## src/rtl/nandcap_pkg.sv

```systemverilog
package nandcap_pkg;

  typedef enum logic [2:0] {
    ST_IDLE,
    ST_RD_ADDR,
    ST_PG_ADDR,
    ST_PG_DATA,
    ST_ER_ADDR
  } seq_state_t;

  typedef enum logic [1:0] {
    BK_NONE,
    BK_CMD,
    BK_ADDR,
    BK_DATA
  } byte_kind_t;

  localparam logic [7:0] OP_READ        = 8'h00;
  localparam logic [7:0] OP_PROG_SETUP  = 8'h80;
  localparam logic [7:0] OP_PROG_GO     = 8'h10;
  localparam logic [7:0] OP_ERASE_SETUP = 8'h60;
  localparam logic [7:0] OP_ERASE_GO    = 8'hD0;

endpackage

```

## src/rtl/nandcap_bus_sync.sv

```systemverilog
module nandcap_bus_sync #(
  parameter int IO_W   = 8,
  parameter int STAGES = 2
) (
  input  logic            clk,
  input  logic            rst,
  input  logic            ce_n,
  input  logic            we_n,
  input  logic            cle,
  input  logic            ale,
  input  logic [IO_W-1:0] io,
  output logic            wr_pulse,
  output logic            wr_cle,
  output logic            wr_ale,
  output logic [IO_W-1:0] wr_io,
  output logic            ce_release
);

  localparam int VW = IO_W + 4;
  localparam logic [VW-1:0] BUS_IDLE = {2'b11, {(IO_W + 2){1'b0}}};

  logic [STAGES-1:0][VW-1:0] chain;
  logic [VW-1:0]             now_v;
  logic                      we_q;
  logic                      ce_q;
  logic                      ce_now;
  logic                      we_now;

  always_ff @(posedge clk) begin
    if (rst) begin
      for (int s = 0; s < STAGES; s++) chain[s] <= BUS_IDLE;
      we_q <= 1'b1;
      ce_q <= 1'b1;
    end else begin
      chain[0] <= {ce_n, we_n, cle, ale, io};
      for (int s = 1; s < STAGES; s++) chain[s] <= chain[s-1];
      we_q <= we_now;
      ce_q <= ce_now;
    end
  end

  assign now_v      = chain[STAGES-1];
  assign ce_now     = now_v[VW-1];
  assign we_now     = now_v[VW-2];
  assign wr_cle     = now_v[IO_W+1];
  assign wr_ale     = now_v[IO_W];
  assign wr_io      = now_v[IO_W-1:0];
  assign wr_pulse   = we_now & ~we_q & ~ce_now;
  assign ce_release = ce_now & ~ce_q;

  // a detected write edge cannot repeat on the next cycle
  assert_edge_single_R1: assert property (@(posedge clk) disable iff (rst)
    wr_pulse |=> !wr_pulse);

endmodule

```

## src/rtl/nandcap_byte_sort.sv

```systemverilog
module nandcap_byte_sort
  import nandcap_pkg::*;
#(
  parameter int IO_W = 8
) (
  input  logic            clk,
  input  logic            rst,
  input  logic            wr_pulse,
  input  logic            wr_cle,
  input  logic            wr_ale,
  input  logic [IO_W-1:0] wr_io,
  output byte_kind_t      kind,
  output logic [IO_W-1:0] value
);

  byte_kind_t kind_d;

  always_comb begin
    kind_d = BK_NONE;
    if (wr_pulse) begin
      unique case ({wr_cle, wr_ale})
        2'b10:   kind_d = BK_CMD;
        2'b01:   kind_d = BK_ADDR;
        2'b00:   kind_d = BK_DATA;
        default: kind_d = BK_NONE;
      endcase
    end
  end

  always_ff @(posedge clk) begin
    if (rst) begin
      kind  <= BK_NONE;
      value <= '0;
    end else begin
      kind  <= kind_d;
      if (wr_pulse) value <= wr_io;
    end
  end

  // a classified byte only follows an accepted write edge
  assert_kind_from_edge_R1: assert property (@(posedge clk) disable iff (rst)
    (kind != BK_NONE) |-> $past(wr_pulse));

endmodule

```

## src/rtl/nandcap_seq.sv

```systemverilog
module nandcap_seq
  import nandcap_pkg::*;
#(
  parameter int IO_W  = 8,
  parameter int COL_W = 8,
  parameter int ROW_W = 18
) (
  input  logic             clk,
  input  logic             rst,
  input  byte_kind_t       kind,
  input  logic [IO_W-1:0]  value,
  input  logic             ce_abort,
  output logic             read_go,
  output logic             prog_go,
  output logic             erase_go,
  output logic             seq_err,
  output logic             data_stb,
  output logic [IO_W-1:0]  data_byte,
  output logic [COL_W-1:0] col_addr,
  output logic [ROW_W-1:0] row_addr
);

  localparam int COL_BYTES = (COL_W + IO_W - 1) / IO_W;
  localparam int ROW_BYTES = (ROW_W + IO_W - 1) / IO_W;
  localparam int RW_CYC    = COL_BYTES + ROW_BYTES;
  localparam int ER_CYC    = ROW_BYTES;
  localparam int CNT_W     = $clog2(RW_CYC + 1);

  seq_state_t       state;
  logic [CNT_W-1:0] cnt;

  function automatic logic [ROW_W-1:0] put_row(input logic [ROW_W-1:0] cur,
                                               input logic [IO_W-1:0] b,
                                               input int idx);
    logic [ROW_W-1:0] r;
    r = cur;
    for (int j = 0; j < ROW_W; j++)
      if (j / IO_W == idx) r[j] = b[j % IO_W];
    return r;
  endfunction

  function automatic logic [COL_W-1:0] put_col(input logic [COL_W-1:0] cur,
                                               input logic [IO_W-1:0] b,
                                               input int idx);
    logic [COL_W-1:0] r;
    r = cur;
    for (int j = 0; j < COL_W; j++)
      if (j / IO_W == idx) r[j] = b[j % IO_W];
    return r;
  endfunction

  function automatic logic is_code(input logic [IO_W-1:0] v, input logic [7:0] code);
    return v == IO_W'(code);
  endfunction

  always_ff @(posedge clk) begin
    if (rst) begin
      state     <= ST_IDLE;
      cnt       <= '0;
      read_go   <= 1'b0;
      prog_go   <= 1'b0;
      erase_go  <= 1'b0;
      seq_err   <= 1'b0;
      data_stb  <= 1'b0;
      data_byte <= '0;
      col_addr  <= '0;
      row_addr  <= '0;
    end else begin
      read_go  <= 1'b0;
      prog_go  <= 1'b0;
      erase_go <= 1'b0;
      seq_err  <= 1'b0;
      data_stb <= 1'b0;
      if (ce_abort) begin
        state <= ST_IDLE;
        cnt   <= '0;
      end else begin
        unique case (kind)
          BK_CMD: begin
            if (is_code(value, OP_READ) || is_code(value, OP_PROG_SETUP) ||
                is_code(value, OP_ERASE_SETUP)) begin
              if (state != ST_IDLE) seq_err <= 1'b1;
              cnt      <= '0;
              col_addr <= '0;
              row_addr <= '0;
              if (is_code(value, OP_READ))            state <= ST_RD_ADDR;
              else if (is_code(value, OP_PROG_SETUP)) state <= ST_PG_ADDR;
              else                                    state <= ST_ER_ADDR;
            end else if (is_code(value, OP_PROG_GO)) begin
              if (state == ST_PG_DATA) prog_go <= 1'b1;
              else                     seq_err <= 1'b1;
              state <= ST_IDLE;
              cnt   <= '0;
            end else if (is_code(value, OP_ERASE_GO)) begin
              if (state == ST_ER_ADDR && cnt == CNT_W'(ER_CYC)) erase_go <= 1'b1;
              else                                              seq_err  <= 1'b1;
              state <= ST_IDLE;
              cnt   <= '0;
            end
          end
          BK_ADDR: begin
            unique case (state)
              ST_RD_ADDR, ST_PG_ADDR: begin
                if (int'(cnt) < COL_BYTES)
                  col_addr <= put_col(col_addr, value, int'(cnt));
                else
                  row_addr <= put_row(row_addr, value, int'(cnt) - COL_BYTES);
                if (cnt == CNT_W'(RW_CYC - 1)) begin
                  cnt <= '0;
                  if (state == ST_RD_ADDR) begin
                    read_go <= 1'b1;
                    state   <= ST_IDLE;
                  end else begin
                    state <= ST_PG_DATA;
                  end
                end else begin
                  cnt <= cnt + 1'b1;
                end
              end
              ST_ER_ADDR: begin
                if (int'(cnt) < ER_CYC) begin
                  row_addr <= put_row(row_addr, value, int'(cnt));
                  cnt      <= cnt + 1'b1;
                end else begin
                  seq_err <= 1'b1;
                end
              end
              default: seq_err <= 1'b1;
            endcase
          end
          BK_DATA: begin
            if (state == ST_PG_DATA) begin
              data_stb  <= 1'b1;
              data_byte <= value;
            end
          end
          default: ;
        endcase
      end
    end
  end

  // result strobes never overlap
  assert_strobes_exclusive_R10: assert property (@(posedge clk) disable iff (rst)
    $onehot0({read_go, prog_go, erase_go, seq_err}));

  // a read request lasts one cycle
  assert_read_single_R10: assert property (@(posedge clk) disable iff (rst)
    read_go |=> !read_go);

  // program request follows a confirm command
  assert_prog_after_confirm_R3: assert property (@(posedge clk) disable iff (rst)
    prog_go |-> $past(kind == BK_CMD && is_code(value, OP_PROG_GO)));

  // erase request follows an erase confirm command
  assert_erase_after_confirm_R4: assert property (@(posedge clk) disable iff (rst)
    erase_go |-> $past(kind == BK_CMD && is_code(value, OP_ERASE_GO)));

  // the address byte counter stays within the longest sequence
  assert_cnt_bound_R9: assert property (@(posedge clk) disable iff (rst)
    int'(cnt) <= RW_CYC);

  // chip enable release leaves the sequencer idle
  assert_abort_idle_R8: assert property (@(posedge clk) disable iff (rst)
    ce_abort |=> (state == ST_IDLE && cnt == '0));

endmodule

```

## src/rtl/nand_cmd_capture.sv

```systemverilog
module nand_cmd_capture
  import nandcap_pkg::*;
#(
  parameter int IO_W        = 8,
  parameter int COL_W       = 8,
  parameter int ROW_W       = 18,
  parameter int SYNC_STAGES = 2
) (
  input  logic             clk,
  input  logic             rst,
  input  logic             ce_n,
  input  logic             we_n,
  input  logic             cle,
  input  logic             ale,
  input  logic [IO_W-1:0]  io,
  output logic             read_go,
  output logic             prog_go,
  output logic             erase_go,
  output logic             seq_err,
  output logic             data_stb,
  output logic [IO_W-1:0]  data_byte,
  output logic [COL_W-1:0] col_addr,
  output logic [ROW_W-1:0] row_addr
);

  logic            wr_pulse;
  logic            wr_cle;
  logic            wr_ale;
  logic [IO_W-1:0] wr_io;
  logic            ce_release;
  byte_kind_t      kind;
  logic [IO_W-1:0] value;

  nandcap_bus_sync #(.IO_W(IO_W), .STAGES(SYNC_STAGES)) u_sync (
    .clk(clk), .rst(rst), .ce_n(ce_n), .we_n(we_n), .cle(cle), .ale(ale), .io(io),
    .wr_pulse(wr_pulse), .wr_cle(wr_cle), .wr_ale(wr_ale), .wr_io(wr_io),
    .ce_release(ce_release)
  );

  nandcap_byte_sort #(.IO_W(IO_W)) u_sort (
    .clk(clk), .rst(rst), .wr_pulse(wr_pulse), .wr_cle(wr_cle), .wr_ale(wr_ale),
    .wr_io(wr_io), .kind(kind), .value(value)
  );

  nandcap_seq #(.IO_W(IO_W), .COL_W(COL_W), .ROW_W(ROW_W)) u_seq (
    .clk(clk), .rst(rst), .kind(kind), .value(value), .ce_abort(ce_release),
    .read_go(read_go), .prog_go(prog_go), .erase_go(erase_go), .seq_err(seq_err),
    .data_stb(data_stb), .data_byte(data_byte), .col_addr(col_addr), .row_addr(row_addr)
  );

endmodule

```

## config.mk

```make
export PLATFORM = sky130hd
export DESIGN_NAME = nand_cmd_capture
export DESIGN_NICKNAME = d
export VERILOG_FILES = /design/src/rtl/nandcap_pkg.sv /design/src/rtl/nandcap_bus_sync.sv /design/src/rtl/nandcap_byte_sort.sv /design/src/rtl/nandcap_seq.sv /design/src/rtl/nand_cmd_capture.sv
export SDC_FILE = /design/constraint.sdc
export NUM_CORES = 1
export LEC_CHECK = 0
export CAP_MARGIN = 0
export CORE_MARGIN = 2
export CORE_UTILIZATION = 35
export CTS_BUF_LIST = sky130_fd_sc_hd__clkbuf_8
export CTS_CLUSTER_DIAMETER = 60
export DETAILED_ROUTE_END_ITERATION = 7
export DONT_BUFFER_PORTS = 1
export SLEW_MARGIN = 30
export SYNTH_ARGS = -nofsm -noshare
export SYNTH_HDL_FRONTEND = slang
export SYNTH_SLANG_ARGS = --single-unit
```

## constraint.sdc

```tcl
create_clock -name clk -period 7.14 [get_ports clk]
set_clock_uncertainty 0.05 [all_clocks]
set_input_delay 0.357 -clock clk [delete_from_list [all_inputs] [get_ports clk]]
set_output_delay 0.357 -clock clk [all_outputs]
set_load 0.005 [all_outputs]
```

==> summary.md, run 1 <==
| Metric | Value |
|---|---|
| Post-Syn Nets | `between 300 and 400` |
| All-layer global routing usage | `0.1348` |
| Synth Register Bits | `just over 80` |
| Clock transition at path regs | `90 ps` |
| Max VDD drop | `about 0.094 mV` |
| Syn Inst Count | `between 300 and 400` |
| CP bufs+invs | `1` |
| Hold Crit Depth | `1` |
| Fin. Hold Viols | `0` |
| Clock latency at the later pin of the worst-skew pair | `roughly 350 ps` |
| TritonCTS Sinks | `81` |
| Slowest stage delay, CP | `between 600 and 700 ps` |
| Initial Utilization | `0.3560` |
| Setup violators final | `0` |
| Pwr Total | `roughly 0.00086 W` |
| PortBufs | `0` |
| Final period utilization | `0.4008` |
| PD cells | `approximately 230 nW/µm²` |
| First-pass GRT wire length | `11.02 mm` |
| Result of the run | `completed` |
| Initial antenna violation count | `0` |
| Kind of critical path | `flop to flop` |
| Nets | `~360` |
| Largest net degree at the start of global routing | `between 70 and 80` |
| Largest area contributor in the netlist | `dfxtp_1` |
| Crit path top cell by count | `ha_1` |
| Fraction of layout cells with a size suffix above 1 | `0.1082` |
| Worst Max-Slew Pin Slew | `roughly 750 ps` |
| Max-cap violations | `0` |
| Row count | `36` |
| Slowest cell on the critical path | `or4b_2` |
| CTS Root Cell | `clkbuf_8` |
| Unrepaired setup endpoints after global routing | `false` |
| Die Y-Extent | `between 100 and 150 µm` |
| Hold_buf cts | `0` |
| Setup Buffers After CTS | `0` |
| Vias per inst | `about 4.8` |
| Syn avg cell area | `between 9 and 10 µm²` |
| Startpoint Class | `flop` |
| Placement Cell Area | `3498 µm²` |
| Non-Filler Instances | `between 400 and 500` |
| CP Depth | `8` |
| Area of the multi-input gates | `approximately 1700 µm²` |
| Post-synth EDFFs | `0` |
| GP Congestion | `roughly 0.76` |
| Commonest cells in the netlist | `81 x dfxtp_1, 41 x mux2i_1, 32 x nor2_1` |
| Vias | `2280` |
| Max-slew violations | `0` |
| Maximum net fanout on the critical path | `9` |
| CP Data Required Time | `7360 ps` |
| Post-cts resize count | `0` |
| Antenna Cells | `0` |
| Antenna-violating nets left | `0` |
| CTS Buf Count | `9` |
| Initial DRC Count | `110` |
| GRT overflow | `0` |
| # DRC | `0` |
| Routed wire length | `slightly below 7 mm` |
| Die area | `~11000 µm²` |
| Warnings, synthesis | `0` |
| Minimum clock period after layout | `approximately 2900 ps` |
| Placed Instances | `459` |
| Synth top area cells | `dfxtp_1 47%, mux2i_1 12%, nor2b_1 4.9%` |
| Sequential Area | `about 1600 µm²` |
| I/O pin count | `53` |
| Most frequent cell after synthesis | `dfxtp_1` |
| Mapped cell area | `between 3000 and 4000 µm²` |
| CTS tree | `done` |
| Setup TNS | `0 ps` |
| Vias in the first global route | `roughly 2.1k` |
| Clk buf depth | `2` |
| Static leakage | `1.345 nW` |
| Netlist cell types | `49` |
| Ys flop type | `dfxtp_1` |
| Max Clk Rate | `0.3494 GHz` |
| Share of the synthesized area in the top cell type | `0.4725` |
| Sequential share of the synthesized area | `0.4725` |
| WL/cell | `between 10 and 15 µm` |
| Fillers | `approximately 990` |
| Area grow syn2layout | `8.859%` |
| Pre-Repair DR Iteration Count | `4` |
| Post-layout util | `0.3876` |
| R2R depth | `8` |
| Crit end category | `flop` |
| CP delay by family, top | `simple AND/OR/NAND/NOR gates` |
| Hold Path Class | `input port to flop` |
| Detailed Place HPWL | `4.751 mm` |
| Fin area | `~3700 µm²` |
| Number of H-tree levels | `3` |
| Total core area | `~9600 µm²` |
| Die W | `103.0 µm` |
| Fraction of registers with async set or reset after synthesis | `0` |
| Worst EP arrival | `about 3100 ps` |
| CP cell instances | `inv_1 > ha_1 > ha_1 > or4b_2 > o2111ai_1 > o221ai_2 > nor3_4 > mux2i_1` |
| Slew headroom | `0.4999` |
layout make-up:
cell class / instances / share of cell area
well taps: 133 / 0.04454
clock buffers: 11 / 0.04052
repair buffers: 1 / 0.002009
clock inverters: 5 / 0.02311
flip-flops and latches: 81 / 0.4340
inverters: 9 / 0.009042
multi-input cells: 235 / 0.4468
worst reg2reg max path, delay by kind of cell, from the launching register on:
kind	cells	cell delay, ps
AO/OA/AOI/OAI	2	300
adder cells (fa/ha/maj)	2	440
buffers and inverters	1	140
flip-flops	1	510
multiplexers	1	250
AND/OR/NAND/NOR	2	1110
flip-flops by register name, summed over array words and instances, names as in the netlist, 2 cells and up:
signal and cells:
u_seq.row_addr 18, u_sync.chain 12, u_sync.now_v 12, u_seq.col_addr 8
u_seq.data_byte 8, u_sort.value 8, u_seq.cnt 3, u_seq.state 3
u_sort.kind 2
report_power, final:
group           total, W  switching (W)  internal, W
sequential      0.000460     0.00000188     0.000458
clock           0.000386       0.000168     0.000218
combinational  0.0000111     0.00000437   0.00000675
total           0.000857       0.000174     0.000683
path summary, 6_finish.rpt:
| check | start | endpoint | slack, ps |
|---|---|---|---|
| max reg2reg | u_seq.cnt[0] | u_seq.row_addr[14] | 4280 |
| min reg2reg | u_sync.now_v[8] | u_sort.kind[0] | 340 |
| min | rst | u_sync.chain[9] | 30 |
| max | u_seq.cnt[0] | u_seq.row_addr[14] | 4280 |
cells by family after synthesis:
logic type | count (synthesis) | synth area share
buffers and inverters | 33 | 0.04119
adders and majority gates | 8 | 0.02917
and+or+nand+nor | 146 | 0.2424
xor gates and xnor gates | 1 | 0.002552
DFF | 81 | 0.4725
AOI/OAI and AO/OA | 39 | 0.09260
muxes | 41 | 0.1196
cells in the final DEF, fill, tap and decap left out, types with 6 or more instances in the layout:
| cell type | count |
|---|---|
| ha_1 | 8 |
| nor2_1 | 32 |
| nor2b_1 | 27 |
| mux2i_1 | 41 |
| dfxtp_1 | 81 |
| a21oi_1 | 6 |
| nor3_1 | 7 |
| clkbuf_8 | 11 |
| inv_1 | 9 |
| and2_1 | 8 |
| nand2b_1 | 24 |
| or2_2 | 8 |
| nand2_1 | 16 |
routing by layer:
metal / part of all wire / vias to the layer above / GRT usage
li1: - / 1173 / -
met1: 0.44 / 1041 / 0.1677
met2: 0.49 / 58 / 0.2173
met3: 0.058 / 8 / 0.04203
met4: 0.011 / 0 / 0.05466
met5: 0 / - / 0
metrics by stage:
stage          worst slack [ps]  hold slack [ps]
6_report                   4278            28.37
3_3_place_gp               4405            334.4
4_1_cts                    4304            5.361
3_5_place_dp               4330            330.4
2_1_floorplan              4579            317.0
5_1_grt                    4100            3.752
Note: power is estimated with default switching activity, not from simulation.
==> run 2, diff against run 1 <==
--- a/config.mk
+++ b/config.mk
@@ -5,6 +5,7 @@
 export SDC_FILE = /design/constraint.sdc
 export NUM_CORES = 1
 export LEC_CHECK = 0
+export ABC_AREA = 1
 export CAP_MARGIN = 0
 export CORE_MARGIN = 2
 export CORE_UTILIZATION = 35
==> constraint.sdc (replaced) <==
create_clock -name clk -period 2.94 [get_ports clk]
set_clock_uncertainty 0.05 [all_clocks]
set_input_delay 0.147 -clock clk [delete_from_list [all_inputs] [get_ports clk]]
set_output_delay 0.147 -clock clk [all_outputs]
set_load 0.005 [all_outputs]
==> run 2 against run 1 <==
Critical path depth rose by 3. Maximum frequency rose by 44%. Setup slack got worse by 3300 ps. Via count rose by 22%. Flip-flop and latch count did not move. Combinational power rose to 7.1 times the previous value. Die area rose by 0.98%. Clock-buffer cell count fell by 2. Clock power rose by 130%. Power rose by 140%. Critical endpoint is now u_seq.row_addr[1]. Highest routed layer unchanged.
==> summary.md, run 2 <==
| Metric | Value |
|---|---|
| Warnings, synthesis | `0 (unchanged)` |
| Share of the synthesized area in the top cell type | `0.4677 (was 0.4725)` |
| Crit end category | `flop (unchanged)` |
| Largest net degree at the start of global routing | `37 (was 73)` |
| Total core area | `9684 µm² (was 9639 µm²)` |
| PortBufs | `0 (unchanged)` |
| Vias | `2785 (was 2280)` |
| Post-cts resize count | `0 (unchanged)` |
| Maximum net fanout on the critical path | `9 (unchanged)` |
| Max VDD drop | `0.3079 mV (was 0.09436 mV)` |
| Antenna Cells | `0 (unchanged)` |
| Syn Inst Count | `454 (was 349)` |
| Max reg flops | `18 (unchanged)` |
| Mapped cell area | `3467 µm² (was 3432 µm²)` |
| Static leakage | `1.615 nW (was 1.345 nW)` |
| Die Y-Extent | `103.5 µm (was 103.0 µm)` |
| Routed wire length | `7.497 mm (was 6.878 mm)` |
| Setup TNS | `0 ps (unchanged)` |
| Fraction of registers with async set or reset after synthesis | `0 (unchanged)` |
| Synth top area cells | `dfxtp_1 47%, nor2_1 9.0%, nand2_1 8.3% (was dfxtp_1 47%, mux2i_1 12%, nor2b_1 4.9%)` |
| FF-to-FF setup slack | `960 ps (was 4280 ps)` |
| Post-Syn Nets | `476 (was 371)` |
| Sequential share of the synthesized area | `0.4677 (was 0.4725)` |
| Slew headroom | `0.4306 (was 0.4999)` |
| Worst Max-Slew Pin Slew | `848.8 ps (was 750.2 ps)` |
| Die W | `103.5 µm (was 103.0 µm)` |
| Pwr Total | `0.002085 W (was 0.0008569 W)` |
| Commonest cells in the netlist | `83 x nor2_1, 81 x dfxtp_1, 77 x nand2_1 (was 81 x dfxtp_1, 41 x mux2i_1, 32 x nor2_1)` |
| CP cell instances | `inv_1 > ha_1 > ha_1 > nand3_1 > nand2_1 > nand2_1 > nor2_8 > inv_2 > nor2_8 > nor2_1 > nor2_1 (was inv_1 > ha_1 > ha_1 > or4b_2 > o2111ai_1 > o221ai_2 > nor3_4 > mux2i_1)` |
| CP Data Required Time | `3180 ps (was 7360 ps)` |
| PD cells | `530.2 nW/µm² (was 229.4 nW/µm²)` |
| Most frequent cell after synthesis | `nor2_1 (was dfxtp_1)` |
| Slowest stage delay, CP | `440 ps (was 620 ps)` |
| First-pass GRT wire length | `12.48 mm (was 11.02 mm)` |
| CTS Root Cell | `clkbuf_8 (unchanged)` |
| Clock latency at the later pin of the worst-skew pair | `350 ps (about the same)` |
| Syn avg cell area | `7.637 µm² (was 9.834 µm²)` |
| Minimum clock period after layout | `1984 ps (was 2862 ps)` |
| CTS tree | `done (unchanged)` |
| Final period utilization | `0.6747 (was 0.4008)` |
| Fraction of layout cells with a size suffix above 1 | `0.1151 (was 0.1082)` |
| Fin area | `3933 µm² (was 3736 µm²)` |
| Clock transition at path regs | `80 ps (was 90 ps)` |
| CP delay by family, top | `simple AND/OR/NAND/NOR gates (unchanged)` |
| Largest family of logic cells by synthesized area | `simple AND/OR/NAND/NOR gates (unchanged)` |
| Max-slew violations | `0 (unchanged)` |
| I/O pin count | `53 (unchanged)` |
| Ys flop type | `dfxtp_1 (unchanged)` |
| Clk buf depth | `2 (unchanged)` |
| XOR/XNOR Fraction of Synth Area | `0 (was 0.002552)` |
| Startpoint Class | `flop (unchanged)` |
| Kind of critical path | `flop to flop (unchanged)` |
| Adder-cell share of the synthesized area | `0.02887 (was 0.02917)` |
| TritonCTS Sinks | `81 (unchanged)` |
| Setup violators final | `0 (unchanged)` |
| Slowest cell on the critical path | `dfxtp_1 (was or4b_2)` |
| Fin. Hold Viols | `0 (unchanged)` |
| Most frequent cells in the layout | `83 x nor2_1, 81 x dfxtp_1, 77 x nand2_1, 47 x inv_1, 34 x a21oi_1 (was 81 x dfxtp_1, 41 x mux2i_1, 32 x nor2_1, 27 x nor2b_1, 24 x nand2b_1)` |
| Max Clk Rate | `0.5041 GHz (was 0.3494 GHz)` |
| Vias per inst | `4.626 (was 4.800)` |
| Nets | `487 (was 359)` |
| CP bufs+invs | `2 (was 1)` |
| Initial DRC Count | `94 (was 110)` |
| Netlist cell types | `29 (was 49)` |
| Vias in the first global route | `2560 (was 2121)` |
| Hold Path Class | `input port to flop (unchanged)` |
| Biggest register | `u_seq.row_addr (unchanged)` |
| All-layer global routing usage | `0.1435 (was 0.1348)` |
| WL/cell | `12.45 µm (was 14.48 µm)` |
| Initial antenna violation count | `0 (unchanged)` |
| Antenna-violating nets left | `0 (unchanged)` |
| Worst EP arrival | `2220 ps (was 3080 ps)` |
| Largest area contributor in the netlist | `dfxtp_1 (unchanged)` |
| Row count | `36 (unchanged)` |
| Result of the run | `completed (unchanged)` |
| Setup Buffers After CTS | `0 (unchanged)` |
| Detailed Place HPWL | `5.324 mm (was 4.751 mm)` |
| Compound-gate portion of the synthesized area | `0.08156 (was 0.09260)` |
| GP Congestion | `0.8402 (was 0.7557)` |
| Die area | `10720 µm² (was 10610 µm²)` |
| Placement Cell Area | `3567 µm² (was 3498 µm²)` |
| Most common cell after layout, fill and taps aside | `nor2_1 (was dfxtp_1)` |
| # DRC | `0 (unchanged)` |
| Post-synth EDFFs | `0 (unchanged)` |
| Initial Utilization | `0.3580 (was 0.3560)` |
| Mux cell area share after synthesis | `0 (was 0.1196)` |
| Fillers | `992 (was 985)` |
| Pre-Repair DR Iteration Count | `4 (unchanged)` |
| Synth Register Bits | `81 (unchanged)` |
| CTS Buf Count | `9 (unchanged)` |
| Number of H-tree levels | `3 (unchanged)` |
| Area grow syn2layout | `13.42% (was 8.859%)` |
| Unrepaired setup endpoints after global routing | `false (unchanged)` |
| Max-cap violations | `0 (unchanged)` |
| Post-Synth Simple-Gate Area | `0.3360 (was 0.2424)` |
| GRT overflow | `0 (unchanged)` |
==> run 2: worst reg2reg max path, cell delays in order (launching register included) <==
cell,delay (ps)
dfxtp_1,440
inv_1,120
ha_1,220
ha_1,290
nand3_1,80
nand2_1,70
nand2_1,110
nor2_8,170
inv_2,80
nor2_8,150
nor2_1,60
nor2_1,90
==> run 2: cell families (layout without fill, tap and decap cells) <==
logic type | after synthesis | count (layout)
buf+inv | 74 | 89
fa+ha+maj | 8 | 8
flops | 81 | 81
compound gates | 55 | 55
simple gates | 236 | 236
==> run 2: timing repair <==
action	CTS	global route
setup endpoints to repair	0	0
hold buffers	14	0
endpoints found under the hold margin	35	0
==> run 2: area by class of cell <==
cell class | instances | area (µm²) | area share
sequential | 81 | 1622 | 0.4123
multi-input combinational | 299 | 1548 | 0.3936
inverter | 59 | 224.0 | 0.05695
tap | 133 | 166.4 | 0.04232
timing repair buffer | 15 | 157.7 | 0.04009
clock buffer | 9 | 123.9 | 0.03150
clock inverter | 6 | 91.34 | 0.02323
==> run 2: final timing paths <==
check,start,depth (start not counted),to
max,u_seq.cnt[0],11,u_seq.row_addr[1]
min,rst,2,u_sync.we_q
max reg2reg,u_seq.cnt[0],11,u_seq.row_addr[1]
min reg2reg,u_sync.now_v[8],1,u_sort.kind[0]
==> run 2: metrics by stage <==
step,instances,hold slack (ps),utilization,setup slack (ps)
final,602,331.0,0.4061,956.4
after global routing,602,355.2,0.4061,772.1
after CTS,602,328.5,0.4061,958.7
after detailed placement,573,173.1,0.3683,987.4
after global placement,573,171.8,0.3683,1049
after floorplan,454,200.8,-,1158
==> run 2: power breakdown <==
| part | switching [W] | total [W] | internal (W) |
|---|---|---|---|
| combinational | 0.0000465 | 0.0000792 | 0.0000327 |
| sequential | 0.00000584 | 0.00112 | 0.00111 |
| clock | 0.000408 | 0.000886 | 0.000478 |
| total | 0.000460 | 0.00208 | 0.00162 |
==> run 2: per-layer routing <==
layer	global-route usage	part of all wire
met1	0.1786	0.47
met5	0	0
met4	0.04633	0.012
met2	0.2346	0.46
met3	0.04846	0.058
